===== config.mk =====
export PLATFORM = sky130hd
export DESIGN_NAME = softstart_seq
export DESIGN_NICKNAME = d
export VERILOG_FILES = /design/src/rtl/ss_pkg.sv /design/src/rtl/ss_datapath.sv /design/src/rtl/ss_control.sv /design/src/rtl/softstart_seq.sv
export SDC_FILE = /design/constraint.sdc
export NUM_CORES = 1
export LEC_CHECK = 0
export ABC_AREA = 1
export BUFFER_PORTS_ARGS = -buffer_cell sky130_fd_sc_hd__buf_2
export CORE_MARGIN = 5
export CORE_UTILIZATION = 33
export CTS_CLUSTER_SIZE = 28
export DETAILED_ROUTE_END_ITERATION = 10
export PLACE_DENSITY = 0.56
export SYNTH_ARGS = -nofsm -noshare
export SYNTH_HDL_FRONTEND = slang
export SYNTH_HIERARCHICAL = 1
export SYNTH_SLANG_ARGS = --single-unit

===== constraint.sdc =====
create_clock -name clk -period 2.28 [get_ports clk]
set_input_delay 0.342 -clock clk [delete_from_list [all_inputs] [get_ports clk]]
set_output_delay 0.342 -clock clk [all_outputs]
set_load 0.05 [all_outputs]

===== src/rtl/ss_pkg.sv =====
package ss_pkg;

  typedef enum logic [3:0] {
    PH_OFF      = 4'd0,
    PH_FAST     = 4'd1,
    PH_SBY      = 4'd2,
    PH_CFG      = 4'd3,
    PH_RAIL     = 4'd4,
    PH_SLP_PARK = 4'd5,
    PH_MAIN     = 4'd6,
    PH_ACT      = 4'd7,
    PH_ACT_PARK = 4'd8
  } phase_e;

  typedef struct packed {
    logic clear;
    logic loadFast;
    logic loadStart;
    logic loadActPark;
    logic climb;
    logic tmrClear;
    logic tmrRun;
    logic cfgLatch;
  } seqCmd_t;

endpackage


===== src/rtl/ss_datapath.sv =====
module ss_datapath
  import ss_pkg::*;
#(
  parameter int RAMP_W        = 8,
  parameter int FAST_CODE     = 85,
  parameter int START_CODE    = 106,
  parameter int TOP_CODE      = 234,
  parameter int ACT_PARK_CODE = 208,
  parameter int STEP_DIV      = 16,
  parameter int CFG_WAIT      = 300000,
  parameter int MAIN_WAIT     = 2500000,
  parameter int CFG_W         = 2
) (
  input  logic              clk,
  input  logic              rstN,
  input  seqCmd_t           cmd,
  input  logic [CFG_W-1:0]  cfgPins,
  input  logic              memSelCmp,
  output logic [RAMP_W-1:0] rampLevel,
  output logic              atTop,
  output logic              cfgDone,
  output logic              mainDone,
  output logic [CFG_W-1:0]  cfgHeld,
  output logic              memSelHeld
);

  localparam int TMR_MAX = (CFG_WAIT > MAIN_WAIT) ? CFG_WAIT : MAIN_WAIT;
  localparam int TMR_W   = $clog2(TMR_MAX + 1);
  localparam int DIV_W   = $clog2(STEP_DIV + 1);

  localparam logic [RAMP_W-1:0] FAST_V  = RAMP_W'(FAST_CODE);
  localparam logic [RAMP_W-1:0] START_V = RAMP_W'(START_CODE);
  localparam logic [RAMP_W-1:0] TOP_V   = RAMP_W'(TOP_CODE);
  localparam logic [RAMP_W-1:0] PARK_V  = RAMP_W'(ACT_PARK_CODE);
  localparam logic [DIV_W-1:0]  DIV_LAST = DIV_W'(STEP_DIV - 1);
  localparam logic [TMR_W-1:0]  TMR_LAST = TMR_W'(TMR_MAX - 1);
  localparam logic [TMR_W-1:0]  CFG_LAST = TMR_W'(CFG_WAIT - 1);
  localparam logic [TMR_W-1:0]  MAIN_LAST = TMR_W'(MAIN_WAIT - 1);

  logic [RAMP_W-1:0] rampQ;
  logic [DIV_W-1:0]  divCnt;
  logic [TMR_W-1:0]  tmrCnt;
  logic              stepNow;

  assign stepNow = cmd.climb && (divCnt == DIV_LAST);

  // ramp code register with its step prescaler
  always_ff @(posedge clk or negedge rstN) begin
    if (!rstN) begin
      rampQ  <= '0;
      divCnt <= '0;
    end else begin
      if (cmd.clear)            rampQ <= '0;
      else if (cmd.loadFast)    rampQ <= FAST_V;
      else if (cmd.loadStart)   rampQ <= START_V;
      else if (cmd.loadActPark) rampQ <= PARK_V;
      else if (stepNow && rampQ != TOP_V) rampQ <= rampQ + RAMP_W'(1);

      if (cmd.clear || !cmd.climb || stepNow) divCnt <= '0;
      else                                    divCnt <= divCnt + DIV_W'(1);
    end
  end

  // one timer serves both waits; it saturates instead of wrapping
  always_ff @(posedge clk or negedge rstN) begin
    if (!rstN)                                  tmrCnt <= '0;
    else if (cmd.clear || cmd.tmrClear)         tmrCnt <= '0;
    else if (cmd.tmrRun && tmrCnt != TMR_LAST)  tmrCnt <= tmrCnt + TMR_W'(1);
  end

  always_ff @(posedge clk or negedge rstN) begin
    if (!rstN) begin
      cfgHeld    <= '0;
      memSelHeld <= 1'b0;
    end else if (cmd.cfgLatch) begin
      cfgHeld    <= cfgPins;
      memSelHeld <= memSelCmp;
    end
  end

  assign rampLevel = rampQ;
  assign atTop     = (rampQ == TOP_V);
  assign cfgDone   = (tmrCnt == CFG_LAST);
  assign mainDone  = (tmrCnt == MAIN_LAST);

endmodule


===== src/rtl/ss_control.sv =====
module ss_control
  import ss_pkg::*;
(
  input  logic    clk,
  input  logic    rstN,
  input  logic    shutdown,
  input  logic    slpAN,
  input  logic    slpBN,
  input  logic    mainGood,
  input  logic    atTop,
  input  logic    cfgDone,
  input  logic    mainDone,
  output seqCmd_t cmd,
  output phase_e  phase,
  output logic    sbyMonStb,
  output logic    cfgStb,
  output logic    railMonStb,
  output logic    activeEn
);

  phase_e stateQ, stateD;

  always_ff @(posedge clk or negedge rstN) begin
    if (!rstN) stateQ <= PH_OFF;
    else       stateQ <= stateD;
  end

  always_comb begin
    stateD     = stateQ;
    cmd        = '0;
    sbyMonStb  = 1'b0;
    cfgStb     = 1'b0;
    railMonStb = 1'b0;
    if (shutdown) begin
      cmd.clear = 1'b1;
      stateD    = PH_OFF;
    end else begin
      unique case (stateQ)
        PH_OFF: begin
          cmd.clear = 1'b1;
          stateD    = PH_FAST;
        end
        PH_FAST: begin
          cmd.loadFast = 1'b1;
          stateD       = PH_SBY;
        end
        PH_SBY: begin
          if (atTop) begin
            sbyMonStb     = 1'b1;
            cmd.loadStart = 1'b1;
            cmd.tmrClear  = 1'b1;
            stateD        = PH_CFG;
          end else begin
            cmd.climb = 1'b1;
          end
        end
        PH_CFG: begin
          cmd.tmrRun = 1'b1;
          if (cfgDone) begin
            cfgStb       = 1'b1;
            cmd.cfgLatch = 1'b1;
            cmd.tmrClear = 1'b1;
            stateD       = (slpAN && slpBN) ? PH_MAIN : PH_RAIL;
          end
        end
        PH_RAIL: begin
          if (atTop) begin
            railMonStb    = 1'b1;
            cmd.loadStart = 1'b1;
            stateD        = PH_SLP_PARK;
          end else begin
            cmd.climb = 1'b1;
          end
        end
        PH_MAIN: begin
          if (!mainGood)     cmd.tmrClear = 1'b1;
          else if (mainDone) stateD = PH_ACT;
          else               cmd.tmrRun = 1'b1;
        end
        PH_ACT: begin
          if (atTop) begin
            railMonStb      = 1'b1;
            cmd.loadActPark = 1'b1;
            stateD          = PH_ACT_PARK;
          end else begin
            cmd.climb = 1'b1;
          end
        end
        default: ;
      endcase
    end
  end

  assign phase    = stateQ;
  assign activeEn = (stateQ == PH_ACT) || (stateQ == PH_ACT_PARK);

endmodule


===== src/rtl/softstart_seq.sv =====
module softstart_seq
  import ss_pkg::*;
#(
  parameter int RAMP_W        = 8,
  parameter int FAST_CODE     = 85,
  parameter int START_CODE    = 106,
  parameter int TOP_CODE      = 234,
  parameter int ACT_PARK_CODE = 208,
  parameter int STEP_DIV      = 16,
  parameter int CFG_WAIT      = 300000,
  parameter int MAIN_WAIT     = 2500000,
  parameter int CFG_W         = 2
) (
  input  logic              clk,
  input  logic              rstN,
  input  logic              shutdown,
  input  logic              slpAN,
  input  logic              slpBN,
  input  logic              mainGood,
  input  logic [CFG_W-1:0]  cfgPins,
  input  logic              memSelCmp,
  output logic [RAMP_W-1:0] rampLevel,
  output logic [3:0]        seqPhase,
  output logic              sbyMonStb,
  output logic              cfgStb,
  output logic              railMonStb,
  output logic              activeEn,
  output logic [CFG_W-1:0]  cfgHeld,
  output logic              memSelHeld
);

  seqCmd_t cmd;
  phase_e  phase;
  logic    atTop, cfgDone, mainDone;

  ss_control u_ctrl (
    .clk(clk), .rstN(rstN), .shutdown(shutdown), .slpAN(slpAN), .slpBN(slpBN),
    .mainGood(mainGood), .atTop(atTop), .cfgDone(cfgDone), .mainDone(mainDone),
    .cmd(cmd), .phase(phase), .sbyMonStb(sbyMonStb), .cfgStb(cfgStb),
    .railMonStb(railMonStb), .activeEn(activeEn)
  );

  ss_datapath #(
    .RAMP_W(RAMP_W), .FAST_CODE(FAST_CODE), .START_CODE(START_CODE),
    .TOP_CODE(TOP_CODE), .ACT_PARK_CODE(ACT_PARK_CODE), .STEP_DIV(STEP_DIV),
    .CFG_WAIT(CFG_WAIT), .MAIN_WAIT(MAIN_WAIT), .CFG_W(CFG_W)
  ) u_dp (
    .clk(clk), .rstN(rstN), .cmd(cmd), .cfgPins(cfgPins), .memSelCmp(memSelCmp),
    .rampLevel(rampLevel), .atTop(atTop), .cfgDone(cfgDone), .mainDone(mainDone),
    .cfgHeld(cfgHeld), .memSelHeld(memSelHeld)
  );

  assign seqPhase = phase;

endmodule


==> results of run 1 <==
## per-layer routing
metal,share of wire,routed length (um)
met5,0,0
met4,0.016,128
met3,0.061,485
met2,0.47,3720
met1,0.46,3620
## report_power, final
group	total (W)	switching (W)	internal (W)
Clock	0.000603	0.000276	0.000327
Sequential	0.000884	0.0000817	0.000802
Combinational	0.00114	0.000797	0.000341
## cell families after synthesis
kind of cell	Yosys count
AND/OR/NAND/NOR	296
buffers and inverters	55
flip-flops	42
AO/OA/AOI/OAI	27
XOR/XNOR	10
adder cells (fa/ha/maj)	5
multiplexers	3
## what timing repair did
action,CTS,global route
hold buffers,1,0
buffers inserted,1,4
gates resized for setup,7,13
gates cloned,0,0
setup endpoints to repair,9,19
endpoints found under the hold margin,12,0
pin swaps,1,2
## worst min path at each step
stage | from | to | slack (ps) | cells after the start
after global placement | rstN | u_ctrl/phase[1]$_DFFE_PN0P_ | 250 | 1
after global routing | cfgPins[1] | u_dp/cfgHeld[1]$_DFFE_PN0P_ | 280 | 2
after CTS | cfgPins[1] | u_dp/cfgHeld[1]$_DFFE_PN0P_ | 270 | 2
after detailed placement | rstN | u_ctrl/phase[1]$_DFFE_PN0P_ | 250 | 1
final | cfgPins[1] | u_dp/cfgHeld[1]$_DFFE_PN0P_ | 270 | 2
after floorplan | rstN | u_ctrl/phase[0]$_DFFE_PN0P_ | 50 | 0
## cell usage in the layout (no fill, tap or decap), types with 7 or more instances in the layout
cell type and instances:
a21oi_1 7, buf_2 25, buf_4 27, dfrtp_1 39, inv_1 42, nand2_1 140
nand3_1 44, nand4_1 16, nor2_1 63, nor2_2 8, o21ai_0 8, xor2_1 10
## through the flow
stage                     utilization  power, W  worst slack, ps  std cells
after floorplan                     -   0.00169            -31.6        438
after global placement          0.388   0.00201            -73.6        592
after detailed placement        0.388   0.00202            -84.0        592
after CTS                       0.407   0.00263            -18.4        602
after global routing            0.415   0.00280             -121        606
final                           0.415   0.00263             5.48        606
## registers in the layout, indices dropped and copies added (netlist names)
signal / count
u_dp/tmrCnt: 22
u_dp/divCnt: 5
u_ctrl/phase: 4
u_dp/memSelHeld: 1
u_dp/rampLevel: 8
u_dp/cfgHeld: 2
## worst register-to-register path, stage by stage (launching register included)
cell and delay (ps):
dfrtp_1 410, ha_2 220, nand2_2 90, inv_2 40, nand4_1 150, nor4_4 60, nand2_1 100, o211ai_1 100
nand2_1 70, inv_1 60, nor2_4 200, clkinvlp_4 240, nor3_1 190, nand2_1 70, nand2_1 60
## area by class of cell
cell class | count | area, um2
clock buffer | 6 | 72.6
timing repair buffer | 57 | 388
clock inverter | 2 | 37.5
fill | 913 | 5080
multi-input combinational | 341 | 1720
sequential | 42 | 1050
inverter | 50 | 196
tap | 108 | 135
==> metrics.md, run 1 <==
| Metric | Value |
|---|---|
| Post-synthesis compound-gate area fraction | `0.0581` |
| Final setup viols | `0` |
| H-tree Lvls | `2` |
| Register area share after synthesis | `0.359` |
| Top-area cell type share of the netlist area | `0.359` |
| Buffer and inverter count on the worst path | `3` |
| Grt peak-use layer | `met2` |
| Area Growth Syn to Fin | `23.0%` |
| Worst r2r src | `u_dp/tmrCnt[0]$_DFFE_PN0P_` |
| Total CTS buffers | `5` |
| Clk sinks | `42` |
| FFs w/ async S/R, synth | `1.00` |
| N_diodes | `0` |
| Fmax | `440 MHz` |
| Pin count of the biggest net entering global routing | `31` |
| RSZ-0062 raised after global routing | `true` |
| Hold WC Path Type | `in2reg` |
| Worst R2R Path Depth | `14` |
| M1 GR Usage | `0.193` |
| Worst-path clk slew | `90 ps` |
| Largest cells by area after synthesis | `dfrtp_1 (36%), nand2_1 (18%), nor2_1 (8.8%)` |
| Setup TNS | `0 ps` |
| Synth Flop Type | `dfrtp_1` |
| Max Cap Viol | `0` |
| Slowest cell delay on critical path | `390 ps` |
| Max_slew headroom | `0.725` |
| R2R Path End | `u_dp/tmrCnt[2]$_DFFE_PN0P_` |
| Final Cycle Share | `0.998` |
| Count of different cell masters after synthesis | `33` |
| Main combinational cell family by area after synthesis | `simple AND/OR/NAND/NOR gates` |
| Syn Std Cell Area | `2930 um2` |
| Final Max Slew Viols | `0` |
| Critical Path Fanout Max | `2` |
| Max Clock Skew | `10.8 ps` |
| Met2 Use GR | `0.245` |
| Cell taking the most area after synthesis | `dfrtp_1` |
| Worst-skew pair later-pin latency | `300 ps` |
| Mapped Avg Cell Area | `6.68 um2` |
| Adder-cell share of the synthesized area | `0.0214` |
| Via count | `2984` |
| WP depth | `9` |
| Fin nets | `511` |
| Synth Area in Simple Gates | `0.441` |
| Critical Path Source | `u_dp/tmrCnt[1]$_DFFE_PN0P_` |
| VDD IR max | `293 uV` |
| Per-cell routed wire length | `13.1 um` |
| Fin crit period | `2270 ps` |
| Most common cell in the netlist | `nand2_1` |
| Tot GR Track Use | `0.146` |
| CTS Buffer Depth | `2` |
| Core area | `8680 um2` |
| Dpl cell area | `3370 um2` |
| Leakage | `1.73 nW` |
| Initial antenna violation count | `0` |
| Yosys warning count | `6` |
| Number of global-route vias before repair | `2872` |
| Critical path endpoint | `cfgStb` |
| Dpl hpwl | `6.08 mm` |
| Pwr dens | `729 nW/um2` |
| GRT Residual Overflow | `0` |
| Worst Setup Path Type | `reg2out` |
| Post-synthesis mux area share | `0.0115` |
| Crit-path cells | `ha_2 -> nand2_2 -> inv_2 -> nand4_1 -> nor4_4 -> nand2_1 -> buf_6 -> nor2_4 -> buf_6` |
| DRC | `0` |
| Commonest cells post-synth | `nand2_1 (142), nor2_1 (69), nand3_1 (44)` |
| TritonCTS clock tree | `done` |
| Setup crit start kind | `register` |
| Routed WL | `7.95 mm` |
| Clk root buf | `clkbuf_8` |
| Initial core utilization | `0.337` |
| Status | `finished clean` |
| 1st-iter DRT viols | `207` |
| Post-Synth XOR/XNOR Area | `0.0299` |
| Die H | `104 um` |
| Die Area | `10900 um2` |
| Top-Level Pins | `28` |
| Layout cells sized above 1 | `0.213` |
| Post-route ant nets | `0` |
| Vias per cell | `4.92` |
| Row count | `34` |
| Port Buffers | `27` |
| Post-synth EDFFs | `0` |
| Routability congestion estimate | `0.907` |
| R2R Setup Slk | `160 ps` |
| Syn Inst Count | `438` |
| WHS | `272 ps` |
| Critical path capture point type | `output port` |
| CP delay by family, top | `simple AND/OR/NAND/NOR gates` |
| Met3 usage | `0.0310` |
| Worst-Margin Slew | `409 ps` |
| Critical Path Most Common Cell | `buf_6` |
| Final hold violations | `0` |
| Max stage delay cell, worst path | `dfrtp_1` |
| Design Area, Final | `3600 um2` |
| CP required | `1940 ps` |
| Syn nets | `452` |
| First-pass GRT wire length | `13.4 mm` |
| Pre-Repair DR Iteration Count | `5` |
| Flop and latch count out of synthesis | `42` |
| CP arrival | `1930 ps` |
| Chip width | `104 um` |
(Power assumes the default switching activity.)
==> run 2, diff against run 1 <==
--- a/config.mk
+++ b/config.mk
@@ -11,7 +11,7 @@
 export CORE_UTILIZATION = 33
 export CTS_CLUSTER_SIZE = 28
 export DETAILED_ROUTE_END_ITERATION = 10
-export PLACE_DENSITY = 0.56
+export PLACE_DENSITY_LB_ADDON = 0.2
 export SYNTH_ARGS = -nofsm -noshare
 export SYNTH_HDL_FRONTEND = slang
 export SYNTH_HIERARCHICAL = 1
==> run 2 against run 1 <==
Against the previous run: the flow now finishes with violations (setup timing); sequential power shrank 0.5%; largest power group unchanged; global-route usage grew 0.47 points; sequential share of layout area shrank 0.37 points; worst hold slack lost 10 ps; register-to-register slack lost 50 ps; combinational power is essentially flat; worst setup slack lost 23 ps; clock skew grew 1.6 ps; sequential cell count is the same.
==> metrics.md, run 2 (synthesized netlist as in run 1, its figures left out) <==
| Metric | Value |
|---|---|
| Status | `finished with violations` |
| Failing checks | `setup timing` |
| Dpl hpwl | `6.07 mm` |
| Chip width | `104 um` |
| Setup crit start kind | `register` |
| Layout cells sized above 1 | `0.224` |
| Final Max Slew Viols | `0` |
| Worst-path clk slew | `90 ps` |
| Core area | `8680 um2` |
| Vias per cell | `4.90` |
| Final hold violations | `0` |
| Post-route ant nets | `0` |
| Worst-skew pair later-pin latency | `300 ps` |
| Dpl cell area | `3390 um2` |
| Initial antenna violation count | `0` |
| Hold WC Path Type | `in2reg` |
| Fin util | `0.420` |
| GRT Residual Overflow | `0` |
| CP arrival | `1960 ps` |
| Crit-path cells | `ha_2 -> nand2_2 -> inv_2 -> nand4_1 -> nor4_4 -> nand2_1 -> buf_6 -> nor2_4 -> buf_8` |
| Fill count | `896` |
| Max stage delay cell, worst path | `dfrtp_1` |
| CTS Buffer Depth | `2` |
| First-pass GRT wire length | `13.8 mm` |
| Fin nets | `517` |
| Pre-Repair DR Iteration Count | `5` |
| Most common cell after layout, fill and taps aside | `nand2_1` |
| Max FFs per register | `22` |
| Per-cell routed wire length | `13.0 um` |
| CP required | `1940 ps` |
| Fin crit period | `2300 ps` |
| Pin count of the biggest net entering global routing | `29` |
| TritonCTS clock tree | `done` |
| Final Cycle Share | `1.01` |
| Port Buffers | `27` |
| Via count | `3001` |
| Worst-Margin Slew | `433 ps` |
| Most frequent cells in the layout | `nand2_1 (139), nor2_1 (64), nand3_1 (44)` |
| Initial core utilization | `0.337` |
| Clk sinks | `42` |
| Most flop-heavy register | `u_dp/tmrCnt` |
| Routability congestion estimate | `0.895` |
| Pwr dens | `688 nW/um2` |
| Row count | `34` |
| Final setup viols | `1` |
| Fmax | `435 MHz` |
| RSZ-0062 raised after global routing | `true` |
| Top-Level Pins | `28` |
| Critical path capture point type | `output port` |
| VDD IR max | `202 uV` |
| Total CTS buffers | `5` |
| Slowest cell delay on critical path | `370 ps` |
| Critical Path Fanout Max | `2` |
| DRC | `0` |
| Post-layout worst setup margin | `-18.0 ps` |
| Max_slew headroom | `0.710` |
| Max Clock Skew | `12.4 ps` |
| Die H | `104 um` |
| N_diodes | `0` |
| Leakage | `1.76 nW` |
| Clk root buf | `clkbuf_8` |
| Max Cap Viol | `0` |
| Die Area | `10900 um2` |
| Setup TNS | `-18.0 ps` |
| H-tree Lvls | `2` |
| 1st-iter DRT viols | `151` |
| Area Growth Syn to Fin | `24.4%` |
| Routed WL | `7.95 mm` |
| Number of global-route vias before repair | `2848` |
| Design Area, Final | `3640 um2` |
| Tot GR Track Use | `0.151` |
| Worst Setup Path Type | `reg2out` |
run 2: worst paths after layout:
| kind | start | cells past startpoint | to | slack (ps) |
|---|---|---|---|---|
| max in group asynchronous | rstN | 3 | u_dp/rampLevel[0]$_DFFE_PN0P_ | 1060 |
| worst max register to register | u_dp/tmrCnt[1]$_DFFE_PN0P_ | 11 | u_dp/cfgHeld[0]$_DFFE_PN0P_ | 110 |
| worst min-delay path | memSelCmp | 2 | u_dp/memSelHeld$_DFFE_PN0P_ | 260 |
| worst min register to register | u_dp/divCnt[0]$_DFF_PN0_ | 1 | u_dp/divCnt[0]$_DFF_PN0_ | 470 |
| min in group asynchronous | rstN | 2 | u_ctrl/phase[3]$_DFFE_PN0P_ | 480 |
| worst max-delay path | u_dp/tmrCnt[1]$_DFFE_PN0P_ | 9 | cfgStb | -20 |
run 2: metrics by stage:
step | std cells | hold slack (ps) | power (W) | worst slack (ps)
floorplan | 438 | 46.4 | 0.00169 | -31.6
global placement | 596 | 286 | 0.00199 | -137
detailed placement | 596 | 288 | 0.00199 | -174
CTS | 605 | 253 | 0.00250 | -36.4
global route | 612 | 256 | 0.00268 | -171
finish | 612 | 262 | 0.00251 | -18.0
run 2: area by class of cell:
class	instances	area (um2)	area share
multi-input cells	341	1740	0.477
clock buffers	5	68.8	0.0189
well taps	108	135	0.0371
flip-flops and latches	42	1050	0.289
clock inverters	3	21.3	0.00584
repair buffers	63	430	0.118
inverters	50	196	0.0539
run 2: where the power goes:
part	internal, W	switching [W]	leakage (nW)	total, W
logic	0.000329	0.000797	1.14	0.00113
clock network	0.000216	0.000283	0.0441	0.000499
registers	0.000802	0.0000780	0.576	0.000880
total	0.00135	0.00116	1.76	0.00251
run 2: per-layer routing:
metal,wire (um),GRT usage
met5,0,0
met4,78,0.0315
met3,403,0.0310
met2,3900,0.260
met1,3570,0.195
run 2: timing repair:
item,CTS,global route
pin swaps,3,6
setup buffers,0,7
hold buffers,1,0
resized for setup,10,16
setup endpoints to repair,9,13
hold endpoints to repair,14,0
run 2: worst max-delay path: cells and delay by family, from the launching register on:
kind,cells,cell delay (ps)
AND/OR/NAND/NOR,5,730
buffers and inverters,3,360
flip-flops,1,370
adder cells (fa/ha/maj),1,210
==> run 3, diff against run 2 <==
--- a/config.mk
+++ b/config.mk
@@ -9,6 +9,7 @@
 export BUFFER_PORTS_ARGS = -buffer_cell sky130_fd_sc_hd__buf_2
 export CORE_MARGIN = 5
 export CORE_UTILIZATION = 33
+export CTS_BUF_LIST = sky130_fd_sc_hd__clkbuf_4
 export CTS_CLUSTER_SIZE = 28
 export DETAILED_ROUTE_END_ITERATION = 10
 export PLACE_DENSITY_LB_ADDON = 0.2
@@ -16,3 +17,4 @@
 export SYNTH_HDL_FRONTEND = slang
 export SYNTH_HIERARCHICAL = 1
 export SYNTH_SLANG_ARGS = --single-unit
+export TNS_END_PERCENT = 30
==> run 3 against run 2 <==
Against the previous run: the flow still finishes with violations (setup timing); combinational power shrank 5%; sequential cell count stayed put; final cell count shrank 0.98%; clock skew increased by 7.6 ps; critical path depth down 2; die area unchanged; critical path type unchanged; largest cell class unchanged.
==> metrics.md, run 3 (synthesized netlist as in run 1, its figures left out) <==
| Metric | Value |
|---|---|
| Pin count of the biggest net entering global routing | `19` |
| Fin nets | `511` |
| Fmax | `423 MHz` |
| Worst-Margin Slew | `419 ps` |
| Initial core utilization | `0.337` |
| Max FFs per register | `22` |
| Max Cap Viol | `0` |
| CP arrival | `2020 ps` |
| GRT Residual Overflow | `0` |
| Pwr dens | `678 nW/um2` |
| Post-route ant nets | `0` |
| Routability congestion estimate | `0.915` |
| R2R Path End | `u_dp/rampLevel[1]$_DFFE_PN0P_` |
| Hold Path Cell Cnt | `2` |
| Fin crit period | `2370 ps` |
| Worst-skew pair later-pin latency | `380 ps` |
| Core area | `8680 um2` |
| Final hold violations | `0` |
| WHS | `186 ps` |
| Dpl hpwl | `6.16 mm` |
| Per-cell routed wire length | `13.0 um` |
| Hold WC Path Type | `in2reg` |
| Die H | `104 um` |
| Critical path capture point type | `output port` |
| Via count | `2986` |
| Most common cell after layout, fill and taps aside | `nand2_1` |
| Number of global-route vias before repair | `2751` |
| Critical Path Fanout Max | `2` |
| R2R Setup Slk | `170 ps` |
| Routed WL | `7.86 mm` |
| Most flop-heavy register | `u_dp/tmrCnt` |
| Status | `finished with violations` |
| Most frequent cells in the layout | `nand2_1 (141), nor2_1 (64), nand3_1 (44)` |
| Tot GR Track Use | `0.149` |
| Clk sinks | `42` |
| Worst R2R Path Depth | `12` |
| Layout cells sized above 1 | `0.203` |
| Dpl ws | `84.9 ps` |
| Max Clock Skew | `20.0 ps` |
| Fill count | `952` |
| Initial antenna violation count | `0` |
| DRC | `0` |
| RSZ-0062 raised after global routing | `true` |
| Hold_sp | `cfgPins[0]` |
| Final Cycle Share | `1.04` |
| Top-Level Pins | `28` |
| Setup crit start kind | `register` |
| Failing checks | `setup timing` |
| Total CTS buffers | `5` |
| Leakage | `1.69 nW` |
| Worst r2r src | `u_ctrl/phase[2]$_DFFE_PN0P_` |
| VDD IR max | `209 uV` |
| Row count | `34` |
| TritonCTS clock tree | `done` |
| N_diodes | `0` |
| First-pass GRT wire length | `13.6 mm` |
| Max_slew headroom | `0.719` |
| Design Area, Final | `3510 um2` |
| Pre-Repair DR Iteration Count | `5` |
| Area Growth Syn to Fin | `19.9%` |
| H-tree Lvls | `2` |
| Worst Setup Path Type | `reg2out` |
| Dpl cell area | `3350 um2` |
| Die Area | `10900 um2` |
| CTS Buffer Depth | `2` |
| Clk root buf | `clkbuf_4` |
| Worst-path clk slew | `160 ps` |
| Chip width | `104 um` |
| CP required | `1940 ps` |
| Port Buffers | `27` |
| Final Max Slew Viols | `0` |
| Final setup viols | `1` |
| Worst Hold Endpoint | `u_dp/cfgHeld[0]$_DFFE_PN0P_` |
| 1st-iter DRT viols | `190` |
| Post-layout worst setup margin | `-86.1 ps` |
| Vias per cell | `4.93` |
-- run 3: worst max-delay path by stage --
| stage | from | slack, ps | cells after the start | end |
|---|---|---|---|---|
| 6_report | u_dp/tmrCnt[20]$_DFFE_PN0P_ | -90 | 7 | cfgStb |
| 3_5_place_dp | u_dp/tmrCnt[3]$_DFFE_PN0P_ | 80 | 9 | u_dp/cfgHeld[1]$_DFFE_PN0P_ |
| 5_1_grt | u_dp/tmrCnt[0]$_DFFE_PN0P_ | -190 | 9 | cfgStb |
| 3_3_place_gp | u_dp/rampLevel[0]$_DFFE_PN0P_ | 100 | 14 | u_dp/rampLevel[1]$_DFFE_PN0P_ |
| 2_1_floorplan | u_dp/rampLevel[1]$_DFFE_PN0P_ | -190 | 5 | railMonStb |
| 4_1_cts | u_dp/tmrCnt[20]$_DFFE_PN0P_ | -110 | 7 | cfgStb |
-- run 3: timing repair --
item,in CTS,in global routing
hold buffers,1,0
pin swaps,3,1
endpoints found under the setup margin,1,14
setup buffers,4,0
hold endpoints to repair,13,0
resized for setup,6,13
-- run 3: power by group --
part           internal [W]  total, W  leakage [nW]  switching [W]
clock network      0.000124  0.000430        0.0278       0.000306
registers          0.000800  0.000882         0.576      0.0000825
logic              0.000308   0.00107          1.08       0.000761
-- run 3: area by class of cell --
class	instances	area, um2	area share
multi-input combinational	341	1680	0.478
timing repair buffer	57	385	0.110
tap	108	135	0.0385
sequential	42	1050	0.300
clock inverter	3	23.8	0.00677
clock buffer	5	37.5	0.0107
inverter	50	196	0.0560
-- run 3: per-stage QoR --
stage               total power [W]  TNS (ps)   util  cells
global placement            0.00195         0  0.387    593
global route                0.00256      -279  0.404    606
floorplan                   0.00169      -799      -    438
finish                      0.00238     -86.1  0.404    606
detailed placement          0.00196         0  0.387    593
CTS                         0.00239      -114  0.401    606
-- run 3: critical path, stage by stage (launching register included) --
cell and delay [ps]:
dfrtp_1 420, nor4_2 310, nand2_1 140, nor4_2 270, nand2_1 130, buf_6 140
nor2_4 80, buf_6 160
-- run 3: layer usage --
metal,vias up,GRT usage,wire length [um]
met5,-,0,0
met4,0,0.0389,87
met3,6,0.0329,442
met2,72,0.250,3750
met1,1386,0.195,3580
li1,1522,-,-
